**src/rtl/colcount_pkg.sv**
```systemverilog
package colcount_pkg;

  typedef struct packed {
    logic load;    // capture operands, clear state
    logic step;    // scan one element
    logic commit;  // this element closes the column
  } ctrlStrobe_t;

  // first multiplicand index of the AND terms in column r
  function automatic int andLo(int r, int p);
    return (r < p) ? 0 : r - p + 1;
  endfunction

  // number of AND terms in column r
  function automatic int andCnt(int r, int p);
    return (r < p) ? r + 1 : 2 * p - 1 - r;
  endfunction

  // number of carry slots reserved in column r
  function automatic int carCnt(int r, int cw);
    return (r < cw) ? r : cw;
  endfunction

endpackage

```
**src/rtl/colcount_ctrl.sv**
```systemverilog
module colcount_ctrl
  import colcount_pkg::*;
#(
  parameter int P = 8
) (
  input  logic               clk,
  input  logic               rstN,
  input  logic               start,
  output ctrlStrobe_t        strobe,
  output logic [$clog2(2*P)-1:0]             col,
  output logic [$clog2(P+$clog2(P)+1)-1:0]   elem,
  output logic               busy,
  output logic               done
);
  localparam int NCOL = 2 * P;
  localparam int CW   = $clog2(P);
  localparam int CIW  = $clog2(NCOL);
  localparam int EW   = $clog2(P + CW + 1);

  typedef enum logic {IDLE, RUN} state_t;
  state_t state;

  logic lastElem;
  logic lastCol;

  always_comb begin
    lastElem = (int'(elem) ==
                andCnt(int'(col), P) + carCnt(int'(col), CW) - 1);
    lastCol  = (int'(col) == NCOL - 1);
    strobe.load   = (state == IDLE) && start;
    strobe.step   = (state == RUN);
    strobe.commit = (state == RUN) && lastElem;
  end

  assign busy = (state == RUN);

  always_ff @(posedge clk or negedge rstN) begin
    if (!rstN) begin
      state <= IDLE;
      col   <= '0;
      elem  <= '0;
      done  <= 1'b0;
    end else begin
      done <= 1'b0;
      case (state)
        IDLE: begin
          if (start) begin
            state <= RUN;
            col   <= '0;
            elem  <= '0;
          end
        end
        RUN: begin
          if (lastElem) begin
            elem <= '0;
            if (lastCol) begin
              state <= IDLE;
              done  <= 1'b1;
            end else begin
              col <= col + CIW'(1);
            end
          end else begin
            elem <= elem + EW'(1);
          end
        end
        default: state <= IDLE;
      endcase
    end
  end

endmodule

```
**src/rtl/colcount_dp.sv**
```systemverilog
module colcount_dp
  import colcount_pkg::*;
#(
  parameter int P = 8
) (
  input  logic                 clk,
  input  logic                 rstN,
  input  ctrlStrobe_t          strobe,
  input  logic [$clog2(2*P)-1:0]           col,
  input  logic [$clog2(P+$clog2(P)+1)-1:0] elem,
  input  logic [P-1:0]         inA,
  input  logic [P-1:0]         inB,
  output logic [2*P-1:0]       product,
  output logic [P-1:0]         opA,
  output logic [P-1:0]         opB,
  output logic [$clog2(P):0]   count,
  output logic                 lostCarry
);
  localparam int NCOL = 2 * P;
  localparam int CW   = $clog2(P);
  localparam int CNTW = CW + 1;
  localparam int IW   = (P > 1) ? $clog2(P) : 1;

  logic [CW-1:0]   carryMem [NCOL];
  logic            elemBit;
  logic [CNTW-1:0] total;

  always_comb begin
    int r, lo, nA, e, jI, bI, slot;
    r    = int'(col);
    lo   = andLo(r, P);
    nA   = andCnt(r, P);
    e    = int'(elem);
    jI   = 0;
    bI   = 0;
    slot = 0;
    elemBit = 1'b0;
    if (e < nA) begin
      jI = lo + e;
      bI = r - jI;
      elemBit = opA[IW'(jI)] & opB[IW'(bI)];
    end else begin
      slot = e - nA;
      for (int s = 0; s < CW; s++)
        if (s == slot) elemBit = carryMem[col][s];
    end
    total = count + CNTW'(elemBit);
    lostCarry = 1'b0;
    for (int k = 1; k <= CW; k++)
      if (r + k >= NCOL) lostCarry = lostCarry | total[k];
  end

  always_ff @(posedge clk or negedge rstN) begin
    if (!rstN) begin
      opA     <= '0;
      opB     <= '0;
      count   <= '0;
      product <= '0;
      for (int c = 0; c < NCOL; c++) carryMem[c] <= '0;
    end else if (strobe.load) begin
      opA     <= inA;
      opB     <= inB;
      count   <= '0;
      product <= '0;
      for (int c = 0; c < NCOL; c++) carryMem[c] <= '0;
    end else if (strobe.step) begin
      if (strobe.commit) begin
        count        <= '0;
        product[col] <= total[0];
        for (int c = 0; c < NCOL; c++)
          for (int k = 1; k <= CW; k++)
            if (c == int'(col) + k) carryMem[c][k-1] <= total[k];
      end else begin
        count <= total;
      end
    end
  end

endmodule

```
**src/rtl/colcount_mult.sv**
```systemverilog
module colcount_mult
  import colcount_pkg::*;
#(
  parameter int P = 8
) (
  input  logic           clk,
  input  logic           rstN,
  input  logic           start,
  input  logic [P-1:0]   opndA,
  input  logic [P-1:0]   opndB,
  output logic [2*P-1:0] product,
  output logic           done
);
  localparam int CW   = $clog2(P);
  localparam int CIW  = $clog2(2 * P);
  localparam int EW   = $clog2(P + CW + 1);

  ctrlStrobe_t    strobe;
  logic [CIW-1:0] col;
  logic [EW-1:0]  elem;
  logic           busy;
  logic [P-1:0]   opA;
  logic [P-1:0]   opB;
  logic [CW:0]    count;
  logic           lostCarry;

  colcount_ctrl #(.P(P)) ctrl (
    .clk(clk), .rstN(rstN), .start(start), .strobe(strobe),
    .col(col), .elem(elem), .busy(busy), .done(done)
  );

  colcount_dp #(.P(P)) dp (
    .clk(clk), .rstN(rstN), .strobe(strobe), .col(col), .elem(elem),
    .inA(opndA), .inB(opndB), .product(product), .opA(opA), .opB(opB),
    .count(count), .lostCarry(lostCarry)
  );

endmodule

```
**config.mk**
```make
export PLATFORM = sky130hd
export DESIGN_NAME = colcount_mult
export DESIGN_NICKNAME = d
export VERILOG_FILES = /design/src/rtl/colcount_pkg.sv /design/src/rtl/colcount_ctrl.sv /design/src/rtl/colcount_dp.sv /design/src/rtl/colcount_mult.sv
export SDC_FILE = /design/constraint.sdc
export NUM_CORES = 1
export LEC_CHECK = 0
export BUFFER_PORTS_ARGS = -buffer_cell sky130_fd_sc_hd__clkbuf_2
export CORE_MARGIN = 1.5
export CORE_UTILIZATION = 45
export CTS_CLUSTER_DIAMETER = 80
export DETAILED_ROUTE_END_ITERATION = 8
export PLACE_DENSITY = 0.59
export SYNTH_ARGS = -nofsm -noshare
export SYNTH_HDL_FRONTEND = slang
export SYNTH_HIERARCHICAL = 1
export SYNTH_SLANG_ARGS = --single-unit
export TNS_END_PERCENT = 30
```
**constraint.sdc**
```tcl
create_clock -name clk -period 9.6 [get_ports clk]
set_input_delay 1.92 -clock clk [delete_from_list [all_inputs] [get_ports clk]]
set_output_delay 1.92 -clock clk [all_outputs]
set_load 0.005 [all_outputs]
```
==> summary.md <==
| Metric | Value |
|---|---|
| Status | `completed` |
| Startpoint Class | `register` |
| Clock sink count | `94` |
| Reg-to-Reg Start | `ctrl/col[0]` |
| Syn-to-layout area delta | `9.442%` |
| Internal power | `0.7737 mW` |
| First-pass DRT Iterations | `5` |
| Avg Inst Size Synth | `10.41 µm²` |
| CTS clk-pin slew, worst paths | `0.06 ns` |
| Die Span Y | `119.6 µm` |
| Combinational fraction of design power | `32.0%` |
| TritonCTS Buffers | `9` |
| Hold Path Stages | `1` |
| Post-DP HPWL | `9263 µm` |
| Worst hold endpoint | `dp/carryMem[10]` |
| Clk_skew | `0.01068 ns` |
| R2R depth | `20` |
| Period minus WS final | `5.577 ns` |
| DIE WIDTH | `between 100 and 150 µm` |
| Worst rel slew slack | `between 20% and 30%` |
| Post-route ant nets | `0` |
| Die ar. | `roughly 14000 µm²` |
| # IOs | `36` |
| Slew @ Worst Pin | `1.096 ns` |
| Critical-path cell list | `buf_4, ha_1, or3_4, nor2_1, ha_1, inv_1, ha_1, fa_1, a21o_1, a21oi_2, ha_1, nand4b_2, or4_4, nor3_4, buf_4, a21oi_2, buf_4, nor2b_1, mux2i_1, o21ai_0` |
| Synth Cell Area | `6122 µm²` |
| Max cap viols | `0` |
| Drt total wl | `13720 µm` |
| Final slew viol count | `0` |
| Via count | `between 4000 and 5000` |
| Initial Util | `46.23%` |
| Fin. Hold Viols | `0` |
| Hold crit path type | `register to register` |
| Port Buffer Count | `35` |
| Share of cells above drive strength 1 | `21.37%` |
| H-tree depth | `3` |
| CTS root buf | `clkbuf_16` |
| Site Rows | `42` |
| Most frequent CP cell | `ha_1` |
| Pwr dens | `174.5 nW/µm²` |
| Core Footprint | `13240 µm²` |
| Critical path class | `register to register` |
| Clk pwr share | `between 20% and 30%` |
| Psw | `0.3953 mW` |
| Worst setup EP type | `register` |
| F_max | `179.3 MHz` |
| Most common cell after layout, fill and taps aside | `dfrtp_1` |
| Routed len/inst | `17.38 µm` |
| Initial antenna violation count | `0` |
| FF-to-FF setup slack | `4.02 ns` |
| Switching portion of total power | `33.81%` |
| TritonCTS clock tree | `built` |
| Min-delay src | `dp/carryMem[10]` |
| Seq pwr share | `39.5%` |
| Hold WS | `0.5025 ns` |
| Layout Nets | `~660` |
| Yosys warns | `6` |
| Final GP Congestion | `0.7894` |
| Most frequent cells in the layout | `dfrtp_1, nand2_1, mux2_2` |
| First-pass GRT wire length | `23500 µm` |
| Worst skew pair latency | `between 0.3 and 0.4 ns` |
| Crit-path max FO | `40` |
| Vias in the first global route | `~4600` |
| GRT Total Usage | `approximately a fifth` |
| Pleak | `3.228 nW` |
| Residual DRC | `0` |
| VDD IR max | `0.07938 mV` |
| Total grt overflow | `0` |
| Hold buffer count at cts | `0` |
| Buffer count from post-CTS setup fixing | `0` |
| Clock buffer depth | `2` |
| Layout fillers | `1241` |
| Cells after Synth | `588` |
| Slowest stage delay, CP | `0.88 ns` |
| Worst path arrival time | `5.84 ns` |
| Worst EP required | `9.86 ns` |
| Crit-path slowest cell | `nor2b_1` |
| Final setup TNS | `0 ns` |
| Largest net degree at the start of global routing | `87` |
| Setup-failing EPs final | `0` |
| DRT iter0 DRCs | `277` |
| Antenna cell count | `0` |
| CTS-repair resized insts | `0` |
| Period utilisation layout | `around three fifths` |
| Critical R2R Capture | `dp/product[14]` |
| RSZ-0062 raised after global routing | `no` |
| Vias per cell | `5.759` |
-- routing by layer --
metal,up-vias,track usage [%],part of all wire [%]
li1,2155,-,-
met1,2242,28.43,45
met4,0,9.375,2.1
met5,-,0,0
met2,123,33.08,48
met3,24,3.137,4.5
-- state kept, by name, summed over array words and instances, names as in the netlist --
name         count
dp/carryMem     48
dp/product      16
dp/opA           8
dp/opB           8
ctrl/col         4
ctrl/elem        4
dp/count         4
ctrl/busy        1
ctrl/done        1
-- worst max-delay path by stage --
| stage | cells after the start | endpoint | slack (ns) | startpoint |
|---|---|---|---|---|
| 6_report | 20 | dp/product[14] | 4.02 | ctrl/col[0] |
| 5_1_grt | 20 | dp/product[4] | 3.63 | ctrl/col[0] |
| 4_1_cts | 20 | dp/product[14] | 4.01 | ctrl/col[0] |
| 3_5_place_dp | 20 | dp/product[14] | 4.02 | ctrl/col[0] |
| 3_3_place_gp | 20 | dp/product[0] | 4.23 | ctrl/col[0] |
| 2_1_floorplan | 21 | dp/carryMem[1] | 4.73 | ctrl/col[1] |
-- critical path: cells and delay by family (launching register included) --
family / cells / cell delay [ns]
adder cells (fa/ha/maj): 5 / 1.27
multiplexers: 1 / 0.16
flip-flops: 1 / 0.36
buffers and inverters: 4 / 0.94
AND/OR/NAND/NOR: 6 / 2.22
AO/OA/AOI/OAI: 4 / 0.51
-- power by group through the flow --
stage	sequential [mW]	combinational, mW	clock, mW
finish	0.462	0.374	0.333
global route	0.468	0.420	0.356
CTS	0.462	0.375	0.343
detailed placement	0.469	0.371	0
global placement	0.468	0.367	0
floorplan	0.460	0.289	0
-- per-stage QoR --
step | instances | instance area (µm²) | utilization [%] | setup WS (ns) | total power, mW
2_1_floorplan | 593 | 6141 | - | 4.733 | 0.7496
3_3_place_gp | 774 | 6436 | 48.60 | 4.230 | 0.8351
3_5_place_dp | 774 | 6436 | 48.60 | 4.017 | 0.8400
4_1_cts | 789 | 6700 | 50.60 | 4.011 | 1.181
5_1_grt | 789 | 6700 | 50.60 | 3.630 | 1.244
6_report | 789 | 6700 | 50.60 | 4.023 | 1.169
-- final cells by class --
cell class | instances | area (µm²) | share of cell area (%)
clock buffer | 10 | 229.0 | 3.417
timing repair buffer | 44 | 245.2 | 3.660
multi-input combinational | 436 | 3528 | 52.66
tap | 176 | 220.2 | 3.287
inverter | 24 | 90.09 | 1.345
clock inverter | 5 | 35.03 | 0.5229
sequential | 94 | 2352 | 35.11
Power figures use the tool's default switching activity.
